### src/rtl/cfgl_pkg.sv
package cfgl_pkg;
   localparam int FREQ_W = 15;
   localparam int DEV_W  = 8;
   localparam int PWR_W  = 4;

   // packed MSB first: matches the serial order of the frame
   typedef struct packed {
      logic              clk_only;
      logic              band_hi;
      logic [FREQ_W-1:0] freq;
      logic [DEV_W-1:0]  dev;
      logic              div4;
      logic [PWR_W-1:0]  pwr;
      logic              ask;
      logic              clk_en;
   } cfg_t;

   localparam int CFG_BITS   = $bits(cfg_t);
   localparam int EARLY_BITS = 2;
   localparam int MODF_W     = ((FREQ_W > DEV_W) ? FREQ_W : DEV_W) + 1;
endpackage

### src/rtl/cfgl_sync.sv
module cfgl_sync #(
   parameter int W      = 3,
   parameter int STAGES = 2
) (
   input  logic         clk,
   input  logic         rst_n,
   input  logic [W-1:0] d,
   output logic [W-1:0] q,
   output logic [W-1:0] rise,
   output logic [W-1:0] fall
);
   if (STAGES < 2) begin : g_bad_stages
      $error("cfgl_sync: STAGES must be at least 2");
   end

   logic [STAGES:0][W-1:0] chain;

   always_ff @(posedge clk or negedge rst_n) begin
      if (!rst_n) begin
         chain <= '0;
      end else begin
         chain[0] <= d;
         for (int i = 1; i <= STAGES; i++) begin
            chain[i] <= chain[i-1];
         end
      end
   end

   assign q    = chain[STAGES-1];
   assign rise = chain[STAGES-1] & ~chain[STAGES];
   assign fall = ~chain[STAGES-1] & chain[STAGES];
endmodule

### src/rtl/cfgl_shift.sv
module cfgl_shift #(
   parameter int FRAME_BITS = 32,
   parameter int EARLY_BITS = 2
) (
   input  logic                  clk,
   input  logic                  rst_n,
   input  logic                  restart,
   input  logic                  en_s,
   input  logic                  dat_s,
   input  logic                  sclk_rise,
   input  logic                  sclk_fall,
   output logic [FRAME_BITS-1:0] shreg,
   output logic                  early_pulse,
   output logic                  done_pulse,
   output logic                  loaded
);
   localparam int CNT_W = $clog2(FRAME_BITS + 1);
   localparam logic [CNT_W-1:0] FULL  = CNT_W'(FRAME_BITS);
   localparam logic [CNT_W-1:0] EARLY = CNT_W'(EARLY_BITS);

   if (EARLY_BITS < 1 || EARLY_BITS >= FRAME_BITS) begin : g_bad_early
      $error("cfgl_shift: EARLY_BITS out of range");
   end

   logic [CNT_W-1:0] cnt;

   always_ff @(posedge clk or negedge rst_n) begin
      if (!rst_n) begin
         cnt         <= '0;
         shreg       <= '0;
         early_pulse <= 1'b0;
         done_pulse  <= 1'b0;
         loaded      <= 1'b0;
      end else if (restart) begin
         cnt         <= '0;
         shreg       <= '0;
         early_pulse <= 1'b0;
         done_pulse  <= 1'b0;
         loaded      <= 1'b0;
      end else begin
         early_pulse <= 1'b0;
         done_pulse  <= 1'b0;
         if (sclk_rise && en_s && !loaded && cnt < FULL) begin
            shreg <= {shreg[FRAME_BITS-2:0], dat_s};
            cnt   <= cnt + 1'b1;
         end
         if (sclk_fall && !loaded) begin
            if (cnt == EARLY) early_pulse <= 1'b1;
            if (cnt == FULL) begin
               done_pulse <= 1'b1;
               loaded     <= 1'b1;
            end
         end
      end
   end


   cnt_bound_chk: assert property (@(posedge clk) disable iff (!rst_n)
      cnt <= FULL);


   lockout_chk: assert property (@(posedge clk) disable iff (!rst_n)
      (loaded && !restart) |=> $stable(shreg));


   done_once_chk: assert property (@(posedge clk) disable iff (!rst_n)
      (done_pulse && !restart) |=> (!done_pulse && loaded));


   early_chk: assert property (@(posedge clk) disable iff (!rst_n)
      early_pulse |-> (!loaded && !done_pulse));
endmodule

### src/rtl/cfgl_modfreq.sv
module cfgl_modfreq #(
   parameter int FREQ_W = 15,
   parameter int DEV_W  = 8,
   parameter int OUT_W  = FREQ_W + 1
) (
   input  logic              clk,
   input  logic              rst_n,
   input  logic [FREQ_W-1:0] freq,
   input  logic [DEV_W-1:0]  dev,
   input  logic              ask,
   input  logic              mdat,
   output logic [OUT_W-1:0]  mod_freq
);
   if (OUT_W <= FREQ_W || OUT_W <= DEV_W) begin : g_bad_width
      $error("cfgl_modfreq: OUT_W too narrow to avoid wrap");
   end

   logic [OUT_W-1:0] offs;

   always_comb begin
      if (ask)       offs = OUT_W'(dev >> 1);
      else if (mdat) offs = OUT_W'(dev);
      else           offs = '0;
      mod_freq = OUT_W'(freq) + offs;
   end


   modfreq_floor_chk: assert property (@(posedge clk) disable iff (!rst_n)
      mod_freq >= OUT_W'(freq));
endmodule

### src/rtl/cfg_serial_loader.sv
module cfg_serial_loader
   import cfgl_pkg::*;
#(
   parameter int FRAME_BITS  = CFG_BITS,
   parameter int SYNC_STAGES = 2
) (
   input  logic              clk,
   input  logic              rst_n,
   input  logic              new_frame,
   input  logic              ser_en,
   input  logic              ser_dat,
   input  logic              ser_clk,
   output logic              part_prog,
   output logic              prog_done,
   output logic              cfg_loaded,
   output logic              clk_only_mode,
   output logic              band_high,
   output logic [FREQ_W-1:0] freq_word,
   output logic [DEV_W-1:0]  fsk_dev,
   output logic              clk_div4,
   output logic [PWR_W-1:0]  pwr_code,
   output logic              ask_mode,
   output logic              clk_out_en,
   output logic              mod_data,
   output logic [MODF_W-1:0] mod_freq
);
   if (FRAME_BITS != CFG_BITS) begin : g_bad_frame
      $error("cfg_serial_loader: FRAME_BITS must equal the field total");
   end

   localparam int PIN_W = 3;
   localparam int P_CLK = 0;
   localparam int P_DAT = 1;
   localparam int P_EN  = 2;

   logic [PIN_W-1:0]      pins_q, pins_rise, pins_fall;
   logic [FRAME_BITS-1:0] shreg;
   logic                  early_pulse, done_pulse, loaded;
   cfg_t                  cfg;

   cfgl_sync #(.W(PIN_W), .STAGES(SYNC_STAGES)) u_sync (
      .clk   (clk),
      .rst_n (rst_n),
      .d     ({ser_en, ser_dat, ser_clk}),
      .q     (pins_q),
      .rise  (pins_rise),
      .fall  (pins_fall)
   );

   cfgl_shift #(.FRAME_BITS(FRAME_BITS), .EARLY_BITS(EARLY_BITS)) u_shift (
      .clk         (clk),
      .rst_n       (rst_n),
      .restart     (new_frame),
      .en_s        (pins_q[P_EN]),
      .dat_s       (pins_q[P_DAT]),
      .sclk_rise   (pins_rise[P_CLK]),
      .sclk_fall   (pins_fall[P_CLK]),
      .shreg       (shreg),
      .early_pulse (early_pulse),
      .done_pulse  (done_pulse),
      .loaded      (loaded)
   );

   // active configuration: leading fields early, whole word at commit
   always_ff @(posedge clk or negedge rst_n) begin
      if (!rst_n) begin
         cfg <= '0;
      end else if (done_pulse) begin
         cfg <= cfg_t'(shreg);
      end else if (early_pulse) begin
         {cfg.clk_only, cfg.band_hi} <= shreg[EARLY_BITS-1:0];
      end
   end

   assign part_prog     = early_pulse;
   assign prog_done     = done_pulse;
   assign cfg_loaded    = loaded;
   assign clk_only_mode = cfg.clk_only;
   assign band_high     = cfg.band_hi;
   assign freq_word     = cfg.freq;
   assign fsk_dev       = cfg.dev;
   assign clk_div4      = cfg.div4;
   assign pwr_code      = cfg.pwr;
   assign ask_mode      = cfg.ask;
   assign clk_out_en    = cfg.clk_en;
   assign mod_data      = loaded & pins_q[P_DAT];

   cfgl_modfreq #(.FREQ_W(FREQ_W), .DEV_W(DEV_W), .OUT_W(MODF_W)) u_modf (
      .clk      (clk),
      .rst_n    (rst_n),
      .freq     (cfg.freq),
      .dev      (cfg.dev),
      .ask      (cfg.ask),
      .mdat     (mod_data),
      .mod_freq (mod_freq)
   );


   moddata_gate_chk: assert property (@(posedge clk) disable iff (!rst_n)
      !cfg_loaded |-> !mod_data);


   restart_wins_chk: assert property (@(posedge clk) disable iff (!rst_n)
      new_frame |=> (!prog_done && !cfg_loaded));
endmodule

### config.mk
export PLATFORM = sky130hd
export DESIGN_NAME = cfg_serial_loader
export DESIGN_NICKNAME = d
export VERILOG_FILES = /design/src/rtl/cfgl_pkg.sv /design/src/rtl/cfgl_sync.sv /design/src/rtl/cfgl_shift.sv /design/src/rtl/cfgl_modfreq.sv /design/src/rtl/cfg_serial_loader.sv
export SDC_FILE = /design/constraint.sdc
export NUM_CORES = 1
export LEC_CHECK = 0
export BUFFER_PORTS_ARGS = -buffer_cell sky130_fd_sc_hd__buf_2
export CORE_MARGIN = 1
export CORE_UTILIZATION = 60
export CTS_CLUSTER_DIAMETER = 60
export DETAILED_ROUTE_END_ITERATION = 8
export GPL_TIMING_DRIVEN = 0
export PLACE_DENSITY = 0.89
export SLEW_MARGIN = 20
export SYNTH_ARGS = -nofsm -noshare
export SYNTH_HDL_FRONTEND = slang
export SYNTH_SLANG_ARGS = --single-unit
### constraint.sdc
create_clock -name clk -period 6 [get_ports clk]
set_input_delay 0.3 -clock clk [delete_from_list [all_inputs] [get_ports clk]]
set_output_delay 0.3 -clock clk [all_outputs]
set_load 0.02 [all_outputs]
==> results of run 1 <==
==> flip-flops by register name, summed over array words and instances (netlist names) <==
signal,cells
u_shift.shreg,32
freq_word,15
fsk_dev,8
u_shift.cnt,6
pwr_code,4
u_sync.chain,4
u_sync.q,3
ask_mode,1
band_high,1
clk_div4,1
clk_only_mode,1
clk_out_en,1
u_shift.done_pulse,1
u_shift.early_pulse,1
u_shift.loaded,1
==> kinds of logic (layout without fill, tap and decap cells) <==
family,count (synthesis),after routing,synth area share (%)
AOI/OAI and AO/OA,63,63,10.3
xor gates and xnor gates,15,15,3.58
adders and majority gates,12,12,4.30
buffers and inverters,22,97,2.90
DFF,80,80,54.6
muxes,33,33,10.0
and+or+nand+nor,120,120,14.4
==> cell usage after synthesis <==
master | instances | share of area [%]
sky130_fd_sc_hd__mux2i_1 | 3 | 0.82
sky130_fd_sc_hd__or4b_1 | 1 | 0.27
sky130_fd_sc_hd__o21bai_1 | 1 | 0.20
sky130_fd_sc_hd__a211oi_2 | 1 | 0.34
sky130_fd_sc_hd__and3_4 | 1 | 0.31
sky130_fd_sc_hd__nand2b_1 | 1 | 0.17
sky130_fd_sc_hd__a21o_1 | 4 | 0.82
sky130_fd_sc_hd__buf_2 | 7 | 0.95
sky130_fd_sc_hd__nand4_1 | 2 | 0.34
sky130_fd_sc_hd__xnor2_1 | 9 | 2.1
sky130_fd_sc_hd__nand3_1 | 3 | 0.41
sky130_fd_sc_hd__nor3_1 | 2 | 0.27
sky130_fd_sc_hd__xor2_1 | 6 | 1.4
sky130_fd_sc_hd__a2111oi_4 | 1 | 0.75
sky130_fd_sc_hd__and2_1 | 1 | 0.17
sky130_fd_sc_hd__nand2_1 | 88 | 9.0
sky130_fd_sc_hd__dfrtp_1 | 80 | 55
sky130_fd_sc_hd__buf_4 | 4 | 0.82
sky130_fd_sc_hd__a41oi_1 | 1 | 0.24
sky130_fd_sc_hd__mux2_2 | 30 | 9.2
sky130_fd_sc_hd__nor2b_1 | 2 | 0.34
sky130_fd_sc_hd__fa_1 | 1 | 0.55
sky130_fd_sc_hd__and3_1 | 4 | 0.68
sky130_fd_sc_hd__a21oi_1 | 40 | 5.5
sky130_fd_sc_hd__and2_2 | 1 | 0.20
sky130_fd_sc_hd__o2111ai_1 | 2 | 0.48
sky130_fd_sc_hd__ha_1 | 11 | 3.8
sky130_fd_sc_hd__inv_1 | 4 | 0.41
sky130_fd_sc_hd__and4bb_2 | 1 | 0.34
sky130_fd_sc_hd__nor2_1 | 10 | 1.0
sky130_fd_sc_hd__a21boi_0 | 1 | 0.20
sky130_fd_sc_hd__a221oi_1 | 1 | 0.24
sky130_fd_sc_hd__clkbuf_1 | 7 | 0.72
sky130_fd_sc_hd__nor4_2 | 1 | 0.34
sky130_fd_sc_hd__and3b_1 | 2 | 0.48
sky130_fd_sc_hd__o21a_1 | 1 | 0.20
sky130_fd_sc_hd__o21ai_0 | 10 | 1.4
==> report_power, final <==
part           internal [W]  switching, W
Sequential         0.000542    0.00000223
Combinational    0.00000882     0.0000235
Clock              0.000214      0.000185
Total              0.000765      0.000210
==> through the flow <==
step	setup WS (ns)	utilization (%)	hold slack (ns)	cells	cell area (um2)
5_1_grt	2.21	72.4	0.0442	495	4290
4_1_cts	2.37	72.4	0.0431	495	4290
6_report	2.36	72.4	0.0431	495	4290
3_3_place_gp	2.89	68.4	0.334	477	4050
2_1_floorplan	2.97	-	0.00441	345	3670
3_5_place_dp	2.75	68.9	0.225	478	4080
==> critical path: stages, from the launching register on <==
cell                        delay [ns]
sky130_fd_sc_hd__dfrtp_1          0.45
sky130_fd_sc_hd__and2_1           0.17
sky130_fd_sc_hd__clkbuf_1         0.22
sky130_fd_sc_hd__nand2_1          0.14
sky130_fd_sc_hd__o21ai_0          0.10
sky130_fd_sc_hd__ha_1             0.24
sky130_fd_sc_hd__fa_1             0.41
sky130_fd_sc_hd__a21o_1           0.21
sky130_fd_sc_hd__a2111oi_4        0.42
sky130_fd_sc_hd__a211oi_2         0.17
sky130_fd_sc_hd__nand3_1          0.12
sky130_fd_sc_hd__xnor2_1          0.12
sky130_fd_sc_hd__buf_2            0.18
==> what timing repair did <==
item | 4_1_cts | 5_1_grt
hold endpoints to repair | 23 | 0
gates resized for setup | 0 | 0
hold buffers | 1 | 0
==> cell type report <==
class	instances	area, um2
fillers	423	1630
flip-flops and latches	80	2000
inverters	4	15.0
repair buffers	59	325
well taps	75	93.8
clock inverters	3	40.0
clock buffers	13	159
multi-input cells	243	1560
plain buffers	18	91.3
==> layer usage <==
| metal | track usage, % | up-vias |
|---|---|---|
| met5 | 0 | - |
| met4 | 11.1 | 0 |
| met3 | 2.73 | 13 |
| met2 | 42.2 | 73 |
| met1 | 32.2 | 1355 |
| li1 | - | 1311 |
==> path summary, 6_finish.rpt <==
kind,from,end,slack [ns],cells past startpoint
worst max-delay path,u_shift.loaded,mod_freq[14],2.36,12
worst min-delay path,ser_en,u_sync.chain[2],0.04,1
worst max register to register,u_shift.loaded,u_shift.cnt[4],4.36,6
worst min register to register,u_sync.chain[0],u_sync.q[0],0.35,0
max in group asynchronous,rst_n,u_shift.shreg[26],5.06,3
min in group asynchronous,rst_n,u_sync.chain[0],0.37,2
==> results.md, run 1 <==
- Outcome: finished, final reports clean
- Total core area: 5920 um2
- Final cycle utilization of the critical path: 60.6%
- Number of buffers added by the clock tree synthesis step: 9
- RSZ-0062 raised after global routing: no
- H-tree levels: 3
- Mean post-synth cell area: 10.6 um2
- DRC: 0
- Class of the tightest hold or removal check: input pin to register
- PortBufs: 57
- Overall fraction of global-route tracks in use: about a quarter
- Post-DR vias/cell: 5.56
- Number of buffers on the longest clock path: 2
- Via count: between 2000 and 3000
- Wire length of the first global-routing pass: 12000 um
- Buffer count from post-CTS setup fixing: 0
- Sequential-to-total area share from yosys stat: 54.6%
- Setup tns final: 0 ns
- Req. time, crit path: ~5.7 ns
- Crit path time final: 3.64 ns
- Highest ir drop seen on vdd: 0.194 mV
- Power consumption: 0.000975 W
- Overall routed net length: between 7000 and 8000 um
- Vias in the first global route: 2618
- Commonest cells after routing, fill and taps aside: sky130_fd_sc_hd__nand2_1, sky130_fd_sc_hd__dfrtp_1, sky130_fd_sc_hd__buf_2
- Sinks on the clock net: 80
- Leftover overflow at the end of global routing: 0
- Die area: between 6000 and 7000 um2
- Clock edge transition at the registers on the reported setup and hold paths: 0.08 ns
- Reported max-cap violation count: 0
- Synth Register Bits: 80
- Max-slew headroom: 69.6%
- Skew-Pair Late Insertion Delay: ~0.36 ns
- Count of pins over their slew limit: 0
- Met3 WL: 257 um
- Root Buffer: sky130_fd_sc_hd__clkbuf_8
- Sort of element at the start of the critical path: register
- Leading cell type in the layout, fill and taps excluded: sky130_fd_sc_hd__nand2_1
- Number of rows created at floorplan: 28
- Number of detailed-routing iterations run before antenna repair: 4
- Metal2 WL: 3660 um
- Power density over cell area: around 230 nW/um2
- Number of DRC markers in iteration 0: ~180
- Achievable frequency: between 200 and 300 MHz
- Largest clock skew in the final design: approximately 0.0057 ns
- Die height: 80.2 um
- Post-detailed-route count of antenna-violating nets: 0
- Layout cell share with drive strength beyond 1: 28.3%
- Crit Path Category: register to output port
- CTS tree: built
- Overall die width: 80.2 um
- Antenna violations before repair: 0
- Number of endpoints failing setup at the final stage: 0
- Critical Path End Type: output port
- Measured slew at the worst slew-check pin: 0.455 ns
- Final Hold Fails: 0
- Synth-to-layout area growth: 16.8%
- Netlist cell types: 37
- Wire length the detailed router placed on met1: 3290 um
- Critical Path Fanout Max: 9
- Post-Syn Nets: about 360
- Uppermost layer routed: met4
- Total half-perimeter wirelength after legalization and detailed placement: 5190 um
- Routed wirelength normalized by instance count: 14.8 um
- Top Ports: slightly below 60
- Routability congestion estimate: approximately 0.79
- Final #Nets: 433
- Post-Synthesis Cell Area: 3670 um2
- Post-synthesis cell count: 345
- Antenna diode count: 0
- Critical path arrival: 3.34 ns
- Static Leak: around 2.2 nW
- Pin count of the biggest net entering global routing: a little under 60
- Initial standard-cell utilization of the core: roughly 62%
- Synthesis warning total: 0
Power figures use the tool's default switching activity.
==> run 2: changes to the inputs <==
--- a/config.mk
+++ b/config.mk
@@ -7,11 +7,11 @@
 export LEC_CHECK = 0
 export BUFFER_PORTS_ARGS = -buffer_cell sky130_fd_sc_hd__buf_2
 export CORE_MARGIN = 1
-export CORE_UTILIZATION = 60
+export CORE_UTILIZATION = 51
 export CTS_CLUSTER_DIAMETER = 60
 export DETAILED_ROUTE_END_ITERATION = 8
 export GPL_TIMING_DRIVEN = 0
-export PLACE_DENSITY = 0.89
+export PLACE_DENSITY = 0.81
 export SLEW_MARGIN = 20
 export SYNTH_ARGS = -nofsm -noshare
 export SYNTH_HDL_FRONTEND = slang
==> constraint.sdc (replaced) <==
create_clock -name clk -period 3.1 [get_ports clk]
set_input_delay 0.155 -clock clk [delete_from_list [all_inputs] [get_ports clk]]
set_output_delay 0.155 -clock clk [all_outputs]
set_load 0.02 [all_outputs]
==> run 2 against run 1 <==
Hold slack better by 0.13 ns; sequential cell count stayed put; power is 99% higher; routed wire length is 0.97% lower; count of clock-buffer cells in the layout stayed put; cell area is 2.7% higher; sequential share of layout area is 1.2 points lower; critical endpoint unchanged; highest routed layer unchanged.
==> results.md, run 2 (synthesized netlist as in run 1, its figures left out) <==
- Outcome: finished, final reports clean
- Reported max-cap violation count: 0
- Count of pins over their slew limit: 0
- Cell area after placement: just over 4000 um2
- Power density over cell area: 442 nW/um2
- Number of detailed-routing iterations run before antenna repair: 4
- Crit Path Category: register to output port
- Sinks on the clock net: 80
- Layout Cell Area excl Fill: 4400 um2
- Skew-Pair Late Insertion Delay: 0.35 ns
- Critical Path Most Common Cell: sky130_fd_sc_hd__buf_4
- Achievable frequency: roughly 340 MHz
- Root Buffer: sky130_fd_sc_hd__clkbuf_8
- Core Util, Final: 64.1%
- Die area: 7540 um2
- Number of cells traversed by the worst register-to-register path: 7
- Largest clock skew in the final design: approximately 0.011 ns
- H-tree levels: 3
- RSZ-0062 raised after global routing: no
- Post-detailed-route count of antenna-violating nets: 0
- Critical-path cell list: buf_4 > nand2_1 > o21ai_0 > ha_2 > fa_2 > a21o_1 > a2111oi_4 > a211oi_2 > nand3_1 > xnor2_1 > buf_4
- Worst path top cell family by delay: compound AO/OA/AOI/OAI gates
- Max-slew headroom: between 60% and 70%
- Antenna diode count: 0
- Die height: 86.8 um
- Flip-flop count of the largest register, all copies and words added: 32
- Highest ir drop seen on vdd: roughly 0.30 mV
- Vias in the first global route: 2495
- Number of cells in the design after placement: around 500
- Final #Nets: 439
- Pin count of the biggest net entering global routing: 44
- Final Hold Fails: 0
- Setup tns final: 0 ns
- Slowest cell delay on critical path: 0.44 ns
- Cell Count, Final, Fillers Out: about 520
- Commonest cells after routing, fill and taps aside: sky130_fd_sc_hd__nand2_1, sky130_fd_sc_hd__dfrtp_1, sky130_fd_sc_hd__buf_2
- Number of rows created at floorplan: 30
- Register containing the most flip-flops in the final layout: u_shift.shreg
- Worst Min Path Start: new_frame
- Initial standard-cell utilization of the core: 53.4%
- Critical path arrival: 2.81 ns
- Overall die width: approximately 87 um
- Number of buffers on the longest clock path: 2
- Clock edge transition at the registers on the reported setup and hold paths: 0.08 ns
- Leftover overflow at the end of global routing: 0
- Req. time, crit path: 2.94 ns
- Buffer and inverter count on the worst path: 2
- Layout cell share with drive strength beyond 1: ~30%
- Fill count: 576
- Setup slack on the worst flop-to-flop path: around 1.4 ns
- Class of the tightest hold or removal check: input pin to register
- Via count: around 2700
- Critical Path Fanout Max: 10
- Total half-perimeter wirelength after legalization and detailed placement: 5100 um
- Number of DRC markers in iteration 0: 197
- Measured slew at the worst slew-check pin: 0.493 ns
- Number of endpoints failing setup at the final stage: 0
- Power consumption: 0.00194 W
- Critical Path End Type: output port
- Number of cells on the critical path: 11
- Routed wirelength normalized by instance count: 13.9 um
- Overall routed net length: 7260 um
- Number of buffers added by the clock tree synthesis step: 9
- Static Leak: roughly 2.2 nW
- Launching point of the worst reg2reg path: u_shift.loaded
- Hold Path Stages: 3
- Post-DR vias/cell: 5.25
- Total core area: 6870 um2
- Top Ports: slightly below 60
- Routability congestion estimate: 0.759
- Master of the slowest instance on the critical path: sky130_fd_sc_hd__dfrtp_2
- First element of the critical path: ask_mode
- PortBufs: 57
- Overall fraction of global-route tracks in use: between 20% and 30%
- Sort of element at the start of the critical path: register
- Synth-to-layout area growth: 19.9%
- Crit path time final: 2.96 ns
- Wire length of the first global-routing pass: 11900 um
- Antenna violations before repair: 0
- CTS tree: built
- Leading cell type in the layout, fill and taps excluded: sky130_fd_sc_hd__nand2_1
- DRC: 0
- Final cycle utilization of the critical path: between 90% and 100%
run 2: layout make-up:
| cell class | count | area [um2] | share of cell area [%] |
|---|---|---|---|
| Inverter | 4 | 15.0 | 0.341 |
| Clock inverter | 3 | 65.1 | 1.48 |
| Clock buffer | 13 | 149 | 3.38 |
| Timing Repair Buffer | 66 | 383 | 8.70 |
| Multi-Input combinational cell | 243 | 1580 | 35.8 |
| Buffer | 17 | 91.3 | 2.08 |
| Tap cell | 96 | 120 | 2.73 |
| Sequential cell | 80 | 2000 | 45.5 |
run 2: power by group:
group	total [W]	switching, W	internal (W)
Sequential	0.00105	0.00000402	0.00105
Clock	0.000826	0.000350	0.000476
Combinational	0.0000650	0.0000464	0.0000186
run 2: repair_timing:
| action | CTS | global route |
|---|---|---|
| setup buffers | 2 | 2 |
| hold buffers | 4 | 0 |
| pin swaps | 2 | 2 |
| cloned | 0 | 0 |
| resized for setup | 7 | 5 |
| hold endpoints to repair | 40 | 0 |
| endpoints found under the setup margin | 10 | 7 |
run 2: final timing paths:
check / endpoint
worst min register to register: u_sync.q[0]
max in group asynchronous: ask_mode
worst max-delay path: mod_freq[14]
worst max register to register: u_shift.shreg[23]
worst min-delay path: u_shift.early_pulse
min in group asynchronous: fsk_dev[5]
run 2: per-stage QoR:
step,worst slack [ns],hold WS (ns)
6_report,0.138,0.170
5_1_grt,0.00819,0.198
4_1_cts,0.0291,0.150
3_5_place_dp,0.0783,0.158
3_3_place_gp,0.151,0.263
2_1_floorplan,0.218,-0.141
run 2: metal layers:
metal	global-route usage [%]	wire length [um]	vias up
met3	5.43	321	9
met2	32.9	3460	76
met1	28.4	3380	1329
met4	5.91	101	0
met5	0	0	-
li1	-	-	1328
run 2: tightest hold or removal path, cell delays in order:
cell	delay, ns
sky130_fd_sc_hd__buf_2	0.12
sky130_fd_sc_hd__nor4_2	0.06
sky130_fd_sc_hd__and3b_1	0.15
==> run 3: changes to the inputs <==
--- a/config.mk
+++ b/config.mk
@@ -5,13 +5,14 @@
 export SDC_FILE = /design/constraint.sdc
 export NUM_CORES = 1
 export LEC_CHECK = 0
+export ABC_AREA = 1
 export BUFFER_PORTS_ARGS = -buffer_cell sky130_fd_sc_hd__buf_2
 export CORE_MARGIN = 1
-export CORE_UTILIZATION = 51
+export CORE_UTILIZATION = 60
 export CTS_CLUSTER_DIAMETER = 60
 export DETAILED_ROUTE_END_ITERATION = 8
 export GPL_TIMING_DRIVEN = 0
-export PLACE_DENSITY = 0.81
+export PLACE_DENSITY = 0.89
 export SLEW_MARGIN = 20
 export SYNTH_ARGS = -nofsm -noshare
 export SYNTH_HDL_FRONTEND = slang
==> constraint.sdc (replaced) <==
create_clock -name clk -period 3.67 [get_ports clk]
set_input_delay 0.367 -clock clk [delete_from_list [all_inputs] [get_ports clk]]
set_output_delay 0.367 -clock clk [all_outputs]
set_load 0.02 [all_outputs]
==> run 3 against run 2 <==
Via count rose by 18%; cell area increased by 0.17%; sequential share of layout area fell by 0.11 points; register-to-register slack better by 0.73 ns; critical endpoint is now mod_freq[12]; largest power group unchanged; highest routed layer unchanged.
==> results.md, run 3 <==
- Number of DRC markers in iteration 0: 268
- CTS tree: built
- Crit path time final: 3.42 ns
- Post-DR vias/cell: 5.43
- Via count: 3233
- Antenna violations before repair: 0
- Overall die width: a little over 80 um
- Main synth FF type: sky130_fd_sc_hd__dfrtp_1
- Worst Min Path Start: ser_en
- Netlist cell types: 31
- Fill count: 449
- Die height: 81.5 um
- Launching point of the worst reg2reg path: u_shift.done_pulse
- Routability congestion estimate: roughly 0.87
- Routed wirelength normalized by instance count: 14.0 um
- Post-synthesis cell type with the largest combined area: sky130_fd_sc_hd__dfrtp_1
- Critical Path End Type: output port
- Endpoint of the lowest-slack register-to-register path: clk_div4
- Number of buffers added by the clock tree synthesis step: 9
- Overall fraction of global-route tracks in use: about 28%
- Total core area: ~6000 um2
- Count of pins over their slew limit: 0
- Post-Synthesis Cell Area: 3790 um2
- Leading cell type in the layout, fill and taps excluded: sky130_fd_sc_hd__nand2_1
- Measured slew at the worst slew-check pin: 0.551 ns
- Register containing the most flip-flops in the final layout: u_shift.shreg
- Post-detailed-route count of antenna-violating nets: 0
- Final #Nets: between 500 and 600
- Sort of element at the start of the critical path: register
- Critical Path Fanout Max: 10
- Antenna diode count: 0
- Sinks on the clock net: 80
- Layout Cell Area excl Fill: between 4000 and 5000 um2
- Setup tns final: 0 ns
- Initial standard-cell utilization of the core: 63.3%
- Achievable frequency: 293 MHz
- Sequential-to-total area share from yosys stat: 52.8%
- DRC: 0
- Async SR Flop Fraction: 100%
- Hold Path Stages: 1
- Core Util, Final: approximately three quarters
- Setup slack on the worst flop-to-flop path: 2.14 ns
- Power density over cell area: 373 nW/um2
- Root Buffer: sky130_fd_sc_hd__clkbuf_8
- Total half-perimeter wirelength after legalization and detailed placement: slightly above 6000 um
- Leftover overflow at the end of global routing: 0
- Post-Syn Nets: 465
- Post-synthesis cell count: roughly 450
- Largest cells by area after synthesis: sky130_fd_sc_hd__dfrtp_1, sky130_fd_sc_hd__nand2_1, sky130_fd_sc_hd__inv_1, sky130_fd_sc_hd__o21ai_0, sky130_fd_sc_hd__nand3_1
- Highest ir drop seen on vdd: 0.329 mV
- Reported max-cap violation count: 0
- Class of the tightest hold or removal check: input pin to register
- Synth Register Bits: 80
- H-tree levels: 3
- Skew-Pair Late Insertion Delay: 0.35 ns
- Number of rows created at floorplan: 28
- Commonest cells after routing, fill and taps aside: sky130_fd_sc_hd__nand2_1, sky130_fd_sc_hd__dfrtp_1, sky130_fd_sc_hd__inv_1
- Critical path arrival: 3.05 ns
- Overall routed net length: 8320 um
- Flip-flop count of the largest register, all copies and words added: 32
- Number of buffers on the longest clock path: 2
- Number of flops mapped to enable cells by yosys: 0
- Most common cell in the netlist: sky130_fd_sc_hd__nand2_1
- Crit Path Category: register to output port
- Final cycle utilization of the critical path: 93.1%
- Req. time, crit path: roughly 3.3 ns
- Destination of the worst hold path: u_sync.chain[2]
- Mean post-synth cell area: ~8.5 um2
- Largest clock skew in the final design: 0.00954 ns
- Layout cell share with drive strength beyond 1: 16.9%
- Synthesis warning total: 0
- Top Ports: 58
- PortBufs: 57
- Vias in the first global route: 3096
- Buffer count from post-CTS setup fixing: 0
- Synth-to-layout area growth: 16.3%
- Cell area after placement: 4190 um2
- List of most frequent post-synthesis cells: sky130_fd_sc_hd__nand2_1, sky130_fd_sc_hd__dfrtp_1, sky130_fd_sc_hd__inv_1
- Final Hold Fails: 0
- Hold_ws: between 0.1 and 0.15 ns
- Wire length of the first global-routing pass: ~14000 um
- Pin count of the biggest net entering global routing: 45
- RSZ-0062 raised after global routing: no
- Number of cells traversed by the worst register-to-register path: 4
- Max-slew headroom: between 60% and 70%
- Static Leak: 2.36 nW
- Clock edge transition at the registers on the reported setup and hold paths: about 0.070 ns
- Die area: 6640 um2
- Outcome: finished, final reports clean
- Number of detailed-routing iterations run before antenna repair: 4
- Number of endpoints failing setup at the final stage: 0
- Share of the synthesized area in the top cell type: 52.8%
run 3: logic make-up after synthesis:
| kind of cell | synth area share (%) |
|---|---|
| compound gates | 11.5 |
| simple gates | 20.3 |
| xor+xnor | 1.62 |
| buf+inv | 9.64 |
| flops | 52.8 |
| fa+ha+maj | 4.16 |
run 3: what timing repair did:
item	CTS	global route
endpoints found under the hold margin	36	0
hold buffers	1	0
gates resized for setup	0	0
run 3: power breakdown:
group          internal (W)  leakage, nW  total [W]  switching, W
Clock              0.000392        0.108   0.000690      0.000298
Combinational     0.0000179         1.15  0.0000608     0.0000429
Sequential         0.000889         1.10   0.000893    0.00000434
run 3: how the worst max path moves through the flow:
stage	slack, ns	startpoint	cells past startpoint	endpoint
after global routing	0.03	ask_mode	13	mod_freq[12]
after detailed placement	0.70	ask_mode	13	mod_freq[12]
after CTS	0.31	ask_mode	13	mod_freq[12]
after floorplan	1.0	u_shift.loaded	10	mod_freq[4]
final	0.25	ask_mode	13	mod_freq[12]
after global placement	0.80	ask_mode	13	mod_freq[12]
run 3: final cells by class:
| cell class | count | area [um2] | area share (%) |
|---|---|---|---|
| buffer | 15 | 87.6 | 1.99 |
| clock buffer | 10 | 138 | 3.12 |
| clock inverter | 4 | 70.1 | 1.59 |
| inverter | 74 | 278 | 6.30 |
| multi-input combinational | 278 | 1420 | 32.3 |
| sequential | 80 | 2000 | 45.4 |
| tap | 75 | 93.8 | 2.13 |
| timing repair buffer | 59 | 318 | 7.21 |
run 3: per-stage QoR:
step	power [W]	cells	worst slack (ns)
floorplan	0.000939	447	0.996
global placement	0.000967	579	0.804
global route	0.00170	595	0.0335
CTS	0.00165	595	0.307
finish	0.00164	595	0.254
detailed placement	0.000972	580	0.696
run 3: layer usage:
| metal | global-route usage, % | wire, um |
|---|---|---|
| met5 | 0 | 0 |
| met4 | 10.7 | 108 |
| met3 | 4.89 | 460 |
| met2 | 46.8 | 4070 |
| met1 | 36.0 | 3690 |
run 3: critical path, cell delays in order (launching register included):
cell and delay [ns]:
sky130_fd_sc_hd__dfrtp_1 0.43, sky130_fd_sc_hd__inv_1 0.17, sky130_fd_sc_hd__clkbuf_1 0.36, sky130_fd_sc_hd__o21ai_0 0.23, sky130_fd_sc_hd__ha_1 0.27, sky130_fd_sc_hd__fa_1 0.42
sky130_fd_sc_hd__nand2_1 0.08, sky130_fd_sc_hd__nand2_1 0.07, sky130_fd_sc_hd__and2_1 0.19, sky130_fd_sc_hd__nand2_1 0.11, sky130_fd_sc_hd__nand2_1 0.09, sky130_fd_sc_hd__nand3_1 0.08
sky130_fd_sc_hd__nand2_1 0.06, sky130_fd_sc_hd__buf_2 0.15
